===== src/rtl/clkreg_pkg.sv =====
package clkreg_pkg;

    typedef enum logic {
        ST_LOCKED   = 1'b0,
        ST_UNLOCKED = 1'b1
    } lock_state_t;

    localparam int          DATA_W   = 8;
    localparam int          ADDR_PWR = 0;
    localparam int          ADDR_OPT = 1;
    localparam int          ADDR_KEY = 2;
    localparam logic [7:0]  PWR_RST  = 8'h27;
    localparam logic [7:0]  OPT_RST  = 8'h08;
    localparam logic [7:0]  KEY_RST  = 8'h00;

endpackage


===== src/rtl/clkreg_lock.sv =====
module clkreg_lock
    import clkreg_pkg::*;
#(
    parameter logic [DATA_W-1:0] UNLOCK_KEY = 8'h96
) (
    input  logic              clk,
    input  logic              rst_n,
    input  logic              key_wr,
    input  logic [DATA_W-1:0] wdata,
    output logic [DATA_W-1:0] key_q,
    output logic              unlocked
);

    lock_state_t state_q, state_d;

    // state register
    always_ff @(posedge clk or negedge rst_n) begin
        if (!rst_n) begin
            state_q <= ST_LOCKED;
            key_q   <= KEY_RST;
        end else begin
            state_q <= state_d;
            if (key_wr) key_q <= wdata;
        end
    end

    // transitions: KEY_MATCH / KEY_MISS
    always_comb begin
        state_d = state_q;
        unique case (state_q)
            ST_LOCKED:   if (key_wr && wdata == UNLOCK_KEY) state_d = ST_UNLOCKED;
            ST_UNLOCKED: if (key_wr && wdata != UNLOCK_KEY) state_d = ST_LOCKED;
            default:     state_d = ST_LOCKED;
        endcase
    end

    // outputs
    always_comb begin
        unique case (state_q)
            ST_UNLOCKED: unlocked = 1'b1;
            default:     unlocked = 1'b0;
        endcase
    end

endmodule


===== src/rtl/clkreg_power.sv =====
module clkreg_power
    import clkreg_pkg::*;
(
    input  logic              clk,
    input  logic              rst_n,
    input  logic              wr_en,
    input  logic [DATA_W-1:0] wdata,
    input  logic              hs_ready,
    input  logic              ls_ready,
    output logic [DATA_W-1:0] rd_q,
    output logic [1:0]        div_sel,
    output logic              presc_en,
    output logic              src_hs,
    output logic              hs_en,
    output logic              ls_en
);

    logic       hs_en_d, ls_en_d, src_d;
    logic       unused_rsv;

    assign unused_rsv = ^wdata[4:3];

    always_comb begin
        // the running source's oscillator may not be stopped
        hs_en_d = wdata[1] | src_hs;
        ls_en_d = wdata[0] | ~src_hs;
        src_d   = src_hs;
        if (wdata[2] && !src_hs && hs_en && wdata[1] && hs_ready)
            src_d = 1'b1;
        else if (!wdata[2] && src_hs && ls_en && wdata[0] && ls_ready)
            src_d = 1'b0;
    end

    always_ff @(posedge clk or negedge rst_n) begin
        if (!rst_n) begin
            div_sel  <= PWR_RST[7:6];
            presc_en <= PWR_RST[5];
            src_hs   <= PWR_RST[2];
            hs_en    <= PWR_RST[1];
            ls_en    <= PWR_RST[0];
        end else if (wr_en) begin
            div_sel  <= wdata[7:6];
            presc_en <= wdata[5];
            src_hs   <= src_d;
            hs_en    <= hs_en_d;
            ls_en    <= ls_en_d;
        end
    end

    assign rd_q = {div_sel, presc_en, 2'b00, src_hs, hs_en, ls_en};

endmodule


===== src/rtl/clkreg_option.sv =====
module clkreg_option
    import clkreg_pkg::*;
(
    input  logic              clk,
    input  logic              rst_n,
    input  logic              wr_en,
    input  logic [DATA_W-1:0] wdata,
    output logic [DATA_W-1:0] rd_q,
    output logic [3:0]        halt_opt,
    output logic              wait_off,
    output logic              ext_out
);

    logic unused_rsv;

    assign unused_rsv = ^wdata[2:1];

    always_ff @(posedge clk or negedge rst_n) begin
        if (!rst_n) begin
            halt_opt <= OPT_RST[7:4];
            wait_off <= OPT_RST[3];
            ext_out  <= OPT_RST[0];
        end else if (wr_en) begin
            halt_opt <= wdata[7:4];
            wait_off <= wdata[3];
            ext_out  <= wdata[0];
        end
    end

    assign rd_q = {halt_opt, wait_off, 2'b00, ext_out};

endmodule


===== src/rtl/clk_ctrl_regs.sv =====
module clk_ctrl_regs
    import clkreg_pkg::*;
#(
    parameter int                ADDR_W     = 2,
    parameter int                DIV_N      = 4,
    parameter logic [DATA_W-1:0] UNLOCK_KEY = 8'h96
) (
    input  logic              clk,
    input  logic              rst_n,
    input  logic [ADDR_W-1:0] bus_addr,
    input  logic              bus_wr,
    input  logic [DATA_W-1:0] bus_wdata,
    output logic [DATA_W-1:0] bus_rdata,
    input  logic              hs_ready,
    input  logic              ls_ready,
    output logic              hs_osc_en,
    output logic              ls_osc_en,
    output logic              cpu_src_hs,
    output logic              presc_en,
    output logic [DIV_N-1:0]  div_onehot,
    output logic [3:0]        halt_opt,
    output logic              hs_wait_off,
    output logic              ls_clk_out_en
);

    localparam int SEL_W = $clog2(DIV_N);

    logic              sel_pwr, sel_opt, sel_key;
    logic              unlocked;
    logic [DATA_W-1:0] key_q, pwr_q, opt_q;
    logic [1:0]        div_sel;

    assign sel_pwr = (bus_addr == ADDR_W'(ADDR_PWR));
    assign sel_opt = (bus_addr == ADDR_W'(ADDR_OPT));
    assign sel_key = (bus_addr == ADDR_W'(ADDR_KEY));

    clkreg_lock #(.UNLOCK_KEY(UNLOCK_KEY)) u_lock (
        .clk      (clk),
        .rst_n    (rst_n),
        .key_wr   (bus_wr && sel_key),
        .wdata    (bus_wdata),
        .key_q    (key_q),
        .unlocked (unlocked)
    );

    clkreg_power u_pwr (
        .clk      (clk),
        .rst_n    (rst_n),
        .wr_en    (bus_wr && sel_pwr && unlocked),
        .wdata    (bus_wdata),
        .hs_ready (hs_ready),
        .ls_ready (ls_ready),
        .rd_q     (pwr_q),
        .div_sel  (div_sel),
        .presc_en (presc_en),
        .src_hs   (cpu_src_hs),
        .hs_en    (hs_osc_en),
        .ls_en    (ls_osc_en)
    );

    clkreg_option u_opt (
        .clk      (clk),
        .rst_n    (rst_n),
        .wr_en    (bus_wr && sel_opt && unlocked),
        .wdata    (bus_wdata),
        .rd_q     (opt_q),
        .halt_opt (halt_opt),
        .wait_off (hs_wait_off),
        .ext_out  (ls_clk_out_en)
    );

    for (genvar i = 0; i < DIV_N; i++) begin : g_div
        assign div_onehot[i] = (SEL_W'(div_sel) == SEL_W'(i));
    end

    always_comb begin
        bus_rdata = '0;
        if (sel_pwr)      bus_rdata = pwr_q;
        else if (sel_opt) bus_rdata = opt_q;
        else if (sel_key) bus_rdata = key_q;
    end

endmodule


===== config.mk =====
export PLATFORM = sky130hd
export DESIGN_NAME = clk_ctrl_regs
export DESIGN_NICKNAME = d
export VERILOG_FILES = /design/src/rtl/clkreg_pkg.sv /design/src/rtl/clkreg_lock.sv /design/src/rtl/clkreg_power.sv /design/src/rtl/clkreg_option.sv /design/src/rtl/clk_ctrl_regs.sv
export SDC_FILE = /design/constraint.sdc
export NUM_CORES = 1
export LEC_CHECK = 0
export CORE_AREA = 2 2 55 57
export DETAILED_ROUTE_END_ITERATION = 6
export DIE_AREA = 0 0 57 59
export PLACE_DENSITY = 0.72
export SLEW_MARGIN = 20
export SYNTH_ARGS = -nofsm -noshare
export SYNTH_HDL_FRONTEND = slang
export SYNTH_SLANG_ARGS = --single-unit

===== constraint.sdc =====
create_clock -name clk -period 1.22 [get_ports clk]
set_input_delay 0.244 -clock clk [delete_from_list [all_inputs] [get_ports clk]]
set_output_delay 0.244 -clock clk [all_outputs]
set_load 0.02 [all_outputs]

==> out/summary.txt, run 1 <==
outcome = finished with violations
failing checks = setup timing
WL final = 2.83 mm
post-synthesis instance area = 1050 um^2
Skew-Pair Late Insertion Delay = 0.30 ns
CP Capture Type = output port
Netlist cell types = 26
first-pass GRT wire length = 4.78 mm
P_leak = 0.930 nW
worst-case clock buffer depth = 2
row cnt = 19
Final nets = 176
register area share after synthesis = 50.7%
Slew headroom = 83.9%
Synth Area in XOR/XNOR = 0%
global route total overflow = 0
total track usage = 18.7%
final clock skew = 0.00777 ns
final instance area = 1870 um^2
critical path arrival = 1.22 ns
worst hold slack = 0.256 ns
adder-cell share of the synthesized area = 0%
synth warn = 0
clk root buf = clkbuf_4
worst-margin pin slew = 0.241 ns
pwr dens = 798 nW/um^2
Iteration-0 DRC Markers = 20
crit path max fanout = 2
Cells after Synth = 86
Core Region = 2710 um^2
DR WL/cell = 14.8 um
RSZ-0062 raised after global routing = yes
vias in the first global route = 1,058
Final setup viols = 17
Clock transition at path regs = 0.12 ns
biggest area consumer among synthesized cells = dfrtp_1
area delta synth->final = 78.8%
placed instance count = 176
maxcap violations = 0
share of layout cells above drive strength 1 = 60.0%
buffers added on ports = 36
simple-gate share of the synthesized area = 15.6%
via count = 943
initial antenna violation count = 0
critical path launch point type = flip-flop
Yosys top cell area share = 38.2%
CTS tree = built
Final Hold Violating Endpoints = 0
Non-Filler Instances = 191
worst r2r path cells = 3
Final Critical Period = 1.47 ns
Max Clk Rate = 0.681 GHz
post-route ant nets = 0
die height = 59 um
Initial Util = 38.7%
chip width = 57 um
Clock Sinks = 21
n_diodes = 0
H-tree depth = 1
R2R Setup Slk = 0.04 ns
DRT Pass-1 Iters = 4
Placed Area = 1640 um^2
Compound-Gate Fraction of Synth Area = 6.32%
DR vias/cell = 4.94
final period utilization = 120%
I/O pins = 37
largest net degree at the start of global routing = 22
GPL Wtd Cong = 0.821
Mapped Avg Cell Area = 12.2 um^2
Die ar. = 3360 um^2
Synth Register Bits = 21
Final Max Slew Viols = 0
mux cell area share after synthesis = 22.9%
Critical R2R Capture = u_pwr.div_sel[0]$_DFFE_PN0P_
fin worst setup slack = -0.248 ns
WP data required = 0.98 ns
detailed placement HPWL = 1.98 mm
total CTS buffers = 3
synth top area cells = dfrtp_1 38%, mux2_2 17%, dfstp_2 13%
Worst Hold Class = input pin to asynchronous set/reset pin
Crit Path Class = flip-flop to output port
main combinational cell family by area after synthesis = multiplexers
worst vdd ir = 770 uV
synthesized net count = 101
post-place setup slack = -0.891 ns
DRC = 0
## worst max-delay path by stage
stage / slack (ns) / depth (start not counted) / end / startpoint
2_1_floorplan: -0.01 / 2 / bus_rdata[5] / u_pwr.presc_en$_DFFE_PN1P_
3_3_place_gp: -0.89 / 6 / bus_rdata[6] / bus_addr[1]
3_5_place_dp: -0.89 / 6 / bus_rdata[5] / bus_addr[1]
4_1_cts: -0.26 / 3 / bus_rdata[5] / u_pwr.presc_en$_DFFE_PN1P_
5_1_grt: -0.35 / 3 / bus_rdata[5] / u_pwr.presc_en$_DFFE_PN1P_
6_report: -0.25 / 3 / bus_rdata[5] / u_pwr.presc_en$_DFFE_PN1P_
## timing repair
item                                    CTS  global route
setup buffers                             7             5
pin swaps                                 7             5
resized for setup                       157            12
hold buffers                              0             0
endpoints found under the setup margin   42            29
## logic make-up (layout without fill, tap and decap cells)
family,count (synthesis),after routing
multiplexers,22,22
AND/OR/NAND/NOR,26,26
flip-flops,21,21
AO/OA/AOI/OAI,11,11
buffers and inverters,6,80
## worst max-delay path, stage by stage (launching register included)
cell and delay, ns:
dfstp_2 0.55, mux2i_1 0.06, o21ai_1 0.14, buf_4 0.16
## stage by stage
step           util, %  total power, W  TNS (ns)
2_1_floorplan        -        0.000951   -0.0264
3_3_place_gp      60.5         0.00112    -18.32
3_5_place_dp      60.5         0.00113    -19.13
4_1_cts           66.8         0.00149     -2.50
5_1_grt           69.2         0.00157     -3.34
6_report          69.2         0.00150     -2.44
## where the power goes
| part | total [W] | switching (W) | leakage, nW | internal (W) |
|---|---|---|---|---|
| combinational | 0.000365 | 0.000155 | 0.656 | 0.000210 |
| sequential | 0.000788 | 0.0000319 | 0.258 | 0.000756 |
| clock | 0.000343 | 0.000215 | 0.0150 | 0.000127 |
| total | 0.00150 | 0.000402 | 0.930 | 0.00109 |
## final cells by class
type,count,area [um^2]
flip-flops and latches,21,532
clock buffers,4,26.3
well taps,31,38.8
repair buffers,75,736
multi-input cells,59,538
fillers,217,836
inverters,1,3.75
## cell usage after synthesis (all sizes together)
cell / count
nand2: 6
and2: 1
and3: 1
nor2b: 4
o31ai: 1
mux2: 16
a31oi: 1
a22o: 2
and4b: 1
dfstp: 5
or4b: 1
o21ai: 5
nand4: 1
nand3b: 1
inv: 1
dfrtp: 16
nor2: 7
buf: 5
nand3: 1
a21oi: 2
nor4bb: 1
and4: 1
mux2i: 6
## per-layer routing
layer,vias to the layer above,global-route usage (%),part of all wire (%)
met5,-,0,0
met4,0,7.31,0.57
met3,2,1.97,4.1
met2,24,33.3,53
met1,460,23.4,42
li1,457,-,-
## sequential cells by signal (all words and copies together) (netlist names), named ones only
signal,cells
u_lock.key_q,8
u_opt.halt_opt,4
u_pwr.div_sel,2
u_opt.ext_out,1
u_opt.wait_off,1
u_pwr.hs_en,1
u_pwr.ls_en,1
u_pwr.presc_en,1
u_pwr.src_hs,1
## cells in the final DEF, fill, tap and decap left out, types with 2 or more instances in the layout
cell / instances
a21oi_1: 2
a22o_1: 2
buf_4: 27
buf_6: 33
clkbuf_4: 3
clkdlybuf4s50_1: 8
dfrtp_1: 16
dfstp_2: 5
dlymetal6s2s_1: 3
mux2_2: 13
mux2_4: 3
mux2i_1: 6
nand2_1: 6
nor2_1: 6
nor2b_4: 4
o21ai_1: 3
Power figures use the tool's default switching activity.
==> run 2: changes to the inputs <==
CORE_AREA = 2 2 58 60   (was 2 2 55 57)
DIE_AREA = 0 0 60 62   (was 0 0 57 59)
PLACE_DENSITY = 0.75   (was 0.72)
SYNTH_HIERARCHICAL = 1   (was default)
==> out/summary.txt, run 2 <==
commonest non-fill, non-tap cell in the layout = buf_6
Synth Register Bits = 21
adder-cell share of the synthesized area = 0%
share of layout cells above drive strength 1 = 66.3%
Mapped Avg Cell Area = 11.9 um^2
Cell Int Power = 0.00181 W
worst vdd ir = 639 uV
largest net degree at the start of global routing = 22
biggest area consumer among synthesized cells = dfrtp_1
Core Region = 3180 um^2
Netlist cell types = 27
global route total overflow = 0
fin worst setup slack = -0.231 ns
Non-Filler Instances = 212
fillers = 261
simple-gate share of the synthesized area = 8.87%
final clock skew = 0.00156 ns
row cnt = 21
die height = 62 um
Final setup viols = 23
DR vias/cell = 4.65
worst-case clock buffer depth = 2
register area share after synthesis = 42.8%
asr flop ratio synth = 100%
total CTS buffers = 3
WP data required = 0.98 ns
Skew-Pair Late Insertion Delay = 0.29 ns
RSZ-0062 raised after global routing = yes
buffers added on ports = 36
final instance area = 2070 um^2
Final nets = 182
vias in the first global route = 1,014
initial antenna violation count = 0
switching share of power = 31.6%
area delta synth->final = 67.1%
DRC = 0
detailed placement HPWL = 2.07 mm
combinational share of power = 51.4%
CP Capture Type = output port
main combinational cell family by area after synthesis = multiplexers
synth top area cells = dfrtp_1 32%, dfstp_2 11%, buf_4 9.7%
top flop regs = u_lock/key_q: 8 flops, u_opt/halt_opt: 4 flops, u_pwr/div_sel: 2 flops
crit path max fanout = 2
CP startpoint = u_pwr/src_hs$_DFFE_PN1P_
DRT Pass-1 Iters = 2
synth warn = 6
Compound-Gate Fraction of Synth Area = 9.27%
Placed Area = 1810 um^2
Die ar. = 3720 um^2
GPL Wtd Cong = 0.764
total track usage = 17.2%
clk root buf = clkbuf_4
worst hold slack = 0.286 ns
CTS tree = built
Worst Hold Class = input pin to asynchronous set/reset pin
Iteration-0 DRC Markers = 15
I/O pins = 37
post-synthesis instance area = 1240 um^2
P_leak = 0.957 nW
Initial Util = 39.0%
chip width = 60 um
Clock transition at path regs = 0.11 ns
DR WL/cell = 14.7 um
Post-synth EDFFs = 0
Final Core Density = 65.2%
first-pass GRT wire length = 4.75 mm
mux cell area share after synthesis = 23.7%
Final Hold Violating Endpoints = 0
CTS Hold Buffers Added = 0
outcome = finished with violations
top cells by count, synth = 16 x buf_4, 16 x dfrtp_1, 8 x mux2i_1, 8 x o2bb2ai_1, 7 x mux2_2
maxcap violations = 0
critical path launch point type = flip-flop
clock network power share = 12.4%
n_diodes = 0
max reg flops = 8
failing checks = setup timing
Post-synth top flop = dfrtp_1
pwr dens = 1280 nW/um^2
Most flops, register = u_lock/key_q
post-route ant nets = 0
H-tree depth = 1
critical path arrival = 1.21 ns
Cells after Synth = 104
WL final = 3.11 mm
most frequent cells in the layout = 36 x buf_6, 26 x buf_4, 17 x mux2_4
Crit Path Class = flip-flop to output port
Net Sw Power = 0.000839 W
final period utilization = 119%
Yosys top cell area share = 32.3%
Final Max Slew Viols = 0
Seq pwr share = 36.2%
Synth Area in XOR/XNOR = 0%
Final Critical Period = 1.45 ns
setup TNS = -2.63 ns
Clock Sinks = 21
Max Clk Rate = 0.689 GHz
via count = 986
placed instance count = 196
run 2: power by group through the flow:
stage / Combinational [W] / Sequential [W] / Clock, W
final: 0.00136 / 0.000960 / 0.000329
after global routing: 0.00145 / 0.000975 / 0.000376
after CTS: 0.00130 / 0.000962 / 0.000356
after detailed placement: 0.00114 / 0.000962 / 0
after global placement: 0.00113 / 0.000949 / 0
after floorplan: 0.000573 / 0.00107 / 0
run 2: final cells by class:
cell class / instances / area (um^2) / area share (%)
tap: 46 / 57.6 / 2.77
timing repair buffer: 78 / 781 / 37.6
clock buffer: 4 / 26.3 / 1.27
sequential: 21 / 532 / 25.6
inverter: 2 / 7.51 / 0.362
multi-input combinational: 61 / 671 / 32.3
run 2: kinds of logic after synthesis:
| group | Yosys count |
|---|---|
| muxes | 25 |
| buffers and inverters | 24 |
| DFF | 21 |
| and+or+nand+nor | 19 |
| AOI/OAI and AO/OA | 13 |
| other | 2 |
run 2: path summary, 6_finish.rpt:
check | to | slack (ns) | cells after the start
min in group clk | u_pwr/src_hs$_DFFE_PN1P_ | 0.52 | 3
hold reg to reg | u_lock/key_q[6]$_DFFE_PN0P_ | 0.56 | 1
setup / recovery | bus_rdata[2] | -0.23 | 3
setup reg to reg | u_opt/halt_opt[1]$_DFFE_PN0P_ | -0.05 | 4
max in group asynchronous | u_pwr/hs_en$_DFFE_PN1P_ | 0.72 | 2
hold / removal | u_opt/ext_out$_DFFE_PN0P_ | 0.29 | 2
run 2: metrics by stage:
stage | power, W | setup WS, ns
2_1_floorplan | 0.00165 | -0.0378
3_3_place_gp | 0.00207 | -0.837
3_5_place_dp | 0.00210 | -0.854
4_1_cts | 0.00262 | -0.247
5_1_grt | 0.00280 | -0.281
6_report | 0.00265 | -0.231
run 2: metal layers:
metal	wire, um	vias to the layer above	part of all wire (%)	GRT usage (%)
met2	1700	23	55	32.3
met3	113	2	3.6	2.48
met1	1260	490	41	20.6
met4	35	0	1.1	4.13
li1	-	471	-	-
met5	0	-	0	0
run 2: critical path: stages (launching register included):
cell       delay [ns]
dfstp_2          0.56
mux2i_2          0.08
o2bb2ai_2        0.13
buf_6            0.14
run 2: timing repair:
item                       4_1_cts  5_1_grt
setup endpoints to repair       43       35
gates cloned                     1        0
buffers inserted                 5       12
gates resized for setup        161       11
pin swaps                        8        3
==> run 3: changes to the inputs <==
TNS_END_PERCENT = 30   (was default)
==> out/summary.txt, run 3 (same netlist as run 2, synthesis figures left out) <==
WL final = 2.86 mm
final period utilization = 120%
worst-case clock buffer depth = 2
Final Critical Period = 1.47 ns
commonest non-fill, non-tap cell in the layout = buf_6
Core Region = 3180 um^2
clk root buf = clkbuf_4
Final Hold Violating Endpoints = 0
DR WL/cell = 14.1 um
first-pass GRT wire length = 4.46 mm
DRC = 0
crit path max fanout = 2
n_diodes = 0
share of layout cells above drive strength 1 = 63.1%
failing checks = setup timing
GPL Wtd Cong = 0.788
Placed Area = 1740 um^2
global route total overflow = 0
pwr dens = 1310 nW/um^2
total CTS buffers = 3
fin worst setup slack = -0.250 ns
CTS tree = built
top flop regs = u_lock/key_q: 8 flops, u_opt/halt_opt: 4 flops, u_pwr/div_sel: 2 flops
CP Capture Type = output port
most frequent cells in the layout = 34 x buf_6, 19 x buf_4, 16 x dfrtp_1
buffers added on ports = 36
via count = 939
Worst Hold Class = input pin to asynchronous set/reset pin
detailed placement HPWL = 2.00 mm
Clock transition at path regs = 0.11 ns
I/O pins = 37
WP data required = 0.98 ns
P_leak = 0.875 nW
DRT Pass-1 Iters = 2
setup TNS = -2.83 ns
Final Core Density = 61.6%
chip width = 60 um
area delta synth->final = 57.8%
Final Max Slew Viols = 0
Crit Path Class = flip-flop to output port
Iteration-0 DRC Markers = 20
critical path launch point type = flip-flop
worst vdd ir = 756 uV
CTS Hold Buffers Added = 0
DR vias/cell = 4.63
Final nets = 173
vias in the first global route = 956
maxcap violations = 0
final instance area = 1960 um^2
R2R Setup Slk = -0.03 ns
Clock Sinks = 21
outcome = finished with violations
Die ar. = 3720 um^2
Final setup viols = 21
total track usage = 16.5%
max reg flops = 8
row cnt = 21
RSZ-0062 raised after global routing = yes
Initial Util = 39.0%
critical path arrival = 1.23 ns
Most flops, register = u_lock/key_q
initial antenna violation count = 0
die height = 62 um
Max Clk Rate = 0.680 GHz
H-tree depth = 1
final clock skew = 0.00354 ns
Skew-Pair Late Insertion Delay = 0.30 ns
post-route ant nets = 0
largest net degree at the start of global routing = 22
==> run 3: final cells by class <==
cell class | instances | area [um^2]
clock buffers | 4 | 26.3
fillers | 266 | 1220
inverters | 2 | 7.51
multi-input cells | 61 | 646
flip-flops and latches | 21 | 532
well taps | 46 | 57.6
repair buffers | 69 | 689
==> run 3: final timing paths <==
path | from | end | depth (start not counted)
min | rst_n | u_lock/key_q[6]$_DFFE_PN0P_ | 2
max reg2reg | flip-flop | u_opt/halt_opt[1]$_DFFE_PN0P_ | 4
max in group asynchronous | rst_n | u_pwr/ls_en$_DFFE_PN1P_ | 2
min reg2reg | u_lock/key_q[0]$_DFFE_PN0P_ | u_lock/key_q[0]$_DFFE_PN0P_ | 1
min in group clk | hs_ready | u_pwr/src_hs$_DFFE_PN1P_ | 3
max | u_pwr/presc_en$_DFFE_PN1P_ | bus_rdata[5] | 3
==> run 3: report_power, final <==
part	switching (W)	internal, W	total (W)
sequential	0.000105	0.000860	0.000965
clock	0.000198	0.000127	0.000325
combinational	0.000527	0.000743	0.00127
total	0.000831	0.00173	0.00256
==> run 3: repair_timing <==
action / 4_1_cts / 5_1_grt
buffers inserted: 2 / 4
cloned: 1 / 0
setup endpoints to repair: 43 / 32
pin swaps: 6 / 2
gates resized for setup: 150 / 17
==> run 3: metrics by stage <==
step	std cells	hold slack (ns)	power, W	worst slack (ns)
after floorplan	106	-0.0516	0.00159	-0.0378
after global placement	193	0.472	0.00198	-0.847
after detailed placement	193	0.481	0.00201	-0.846
after CTS	200	0.268	0.00245	-0.233
after global routing	203	0.270	0.00271	-0.315
final	203	0.271	0.00256	-0.250
==> run 3: critical path: stages (launching register included) <==
cell,delay (ns)
dfstp_2,0.56
mux2i_2,0.08
o2bb2ai_2,0.16
buf_6,0.13
==> run 3: metal layers <==
metal | up-vias | share of wire, % | track usage [%]
li1 | 449 | - | -
met1 | 464 | 41 | 19.9
met2 | 22 | 53 | 28.9
met3 | 4 | 4.2 | 2.48
met4 | 0 | 1.6 | 7.94
met5 | - | 0 | 0
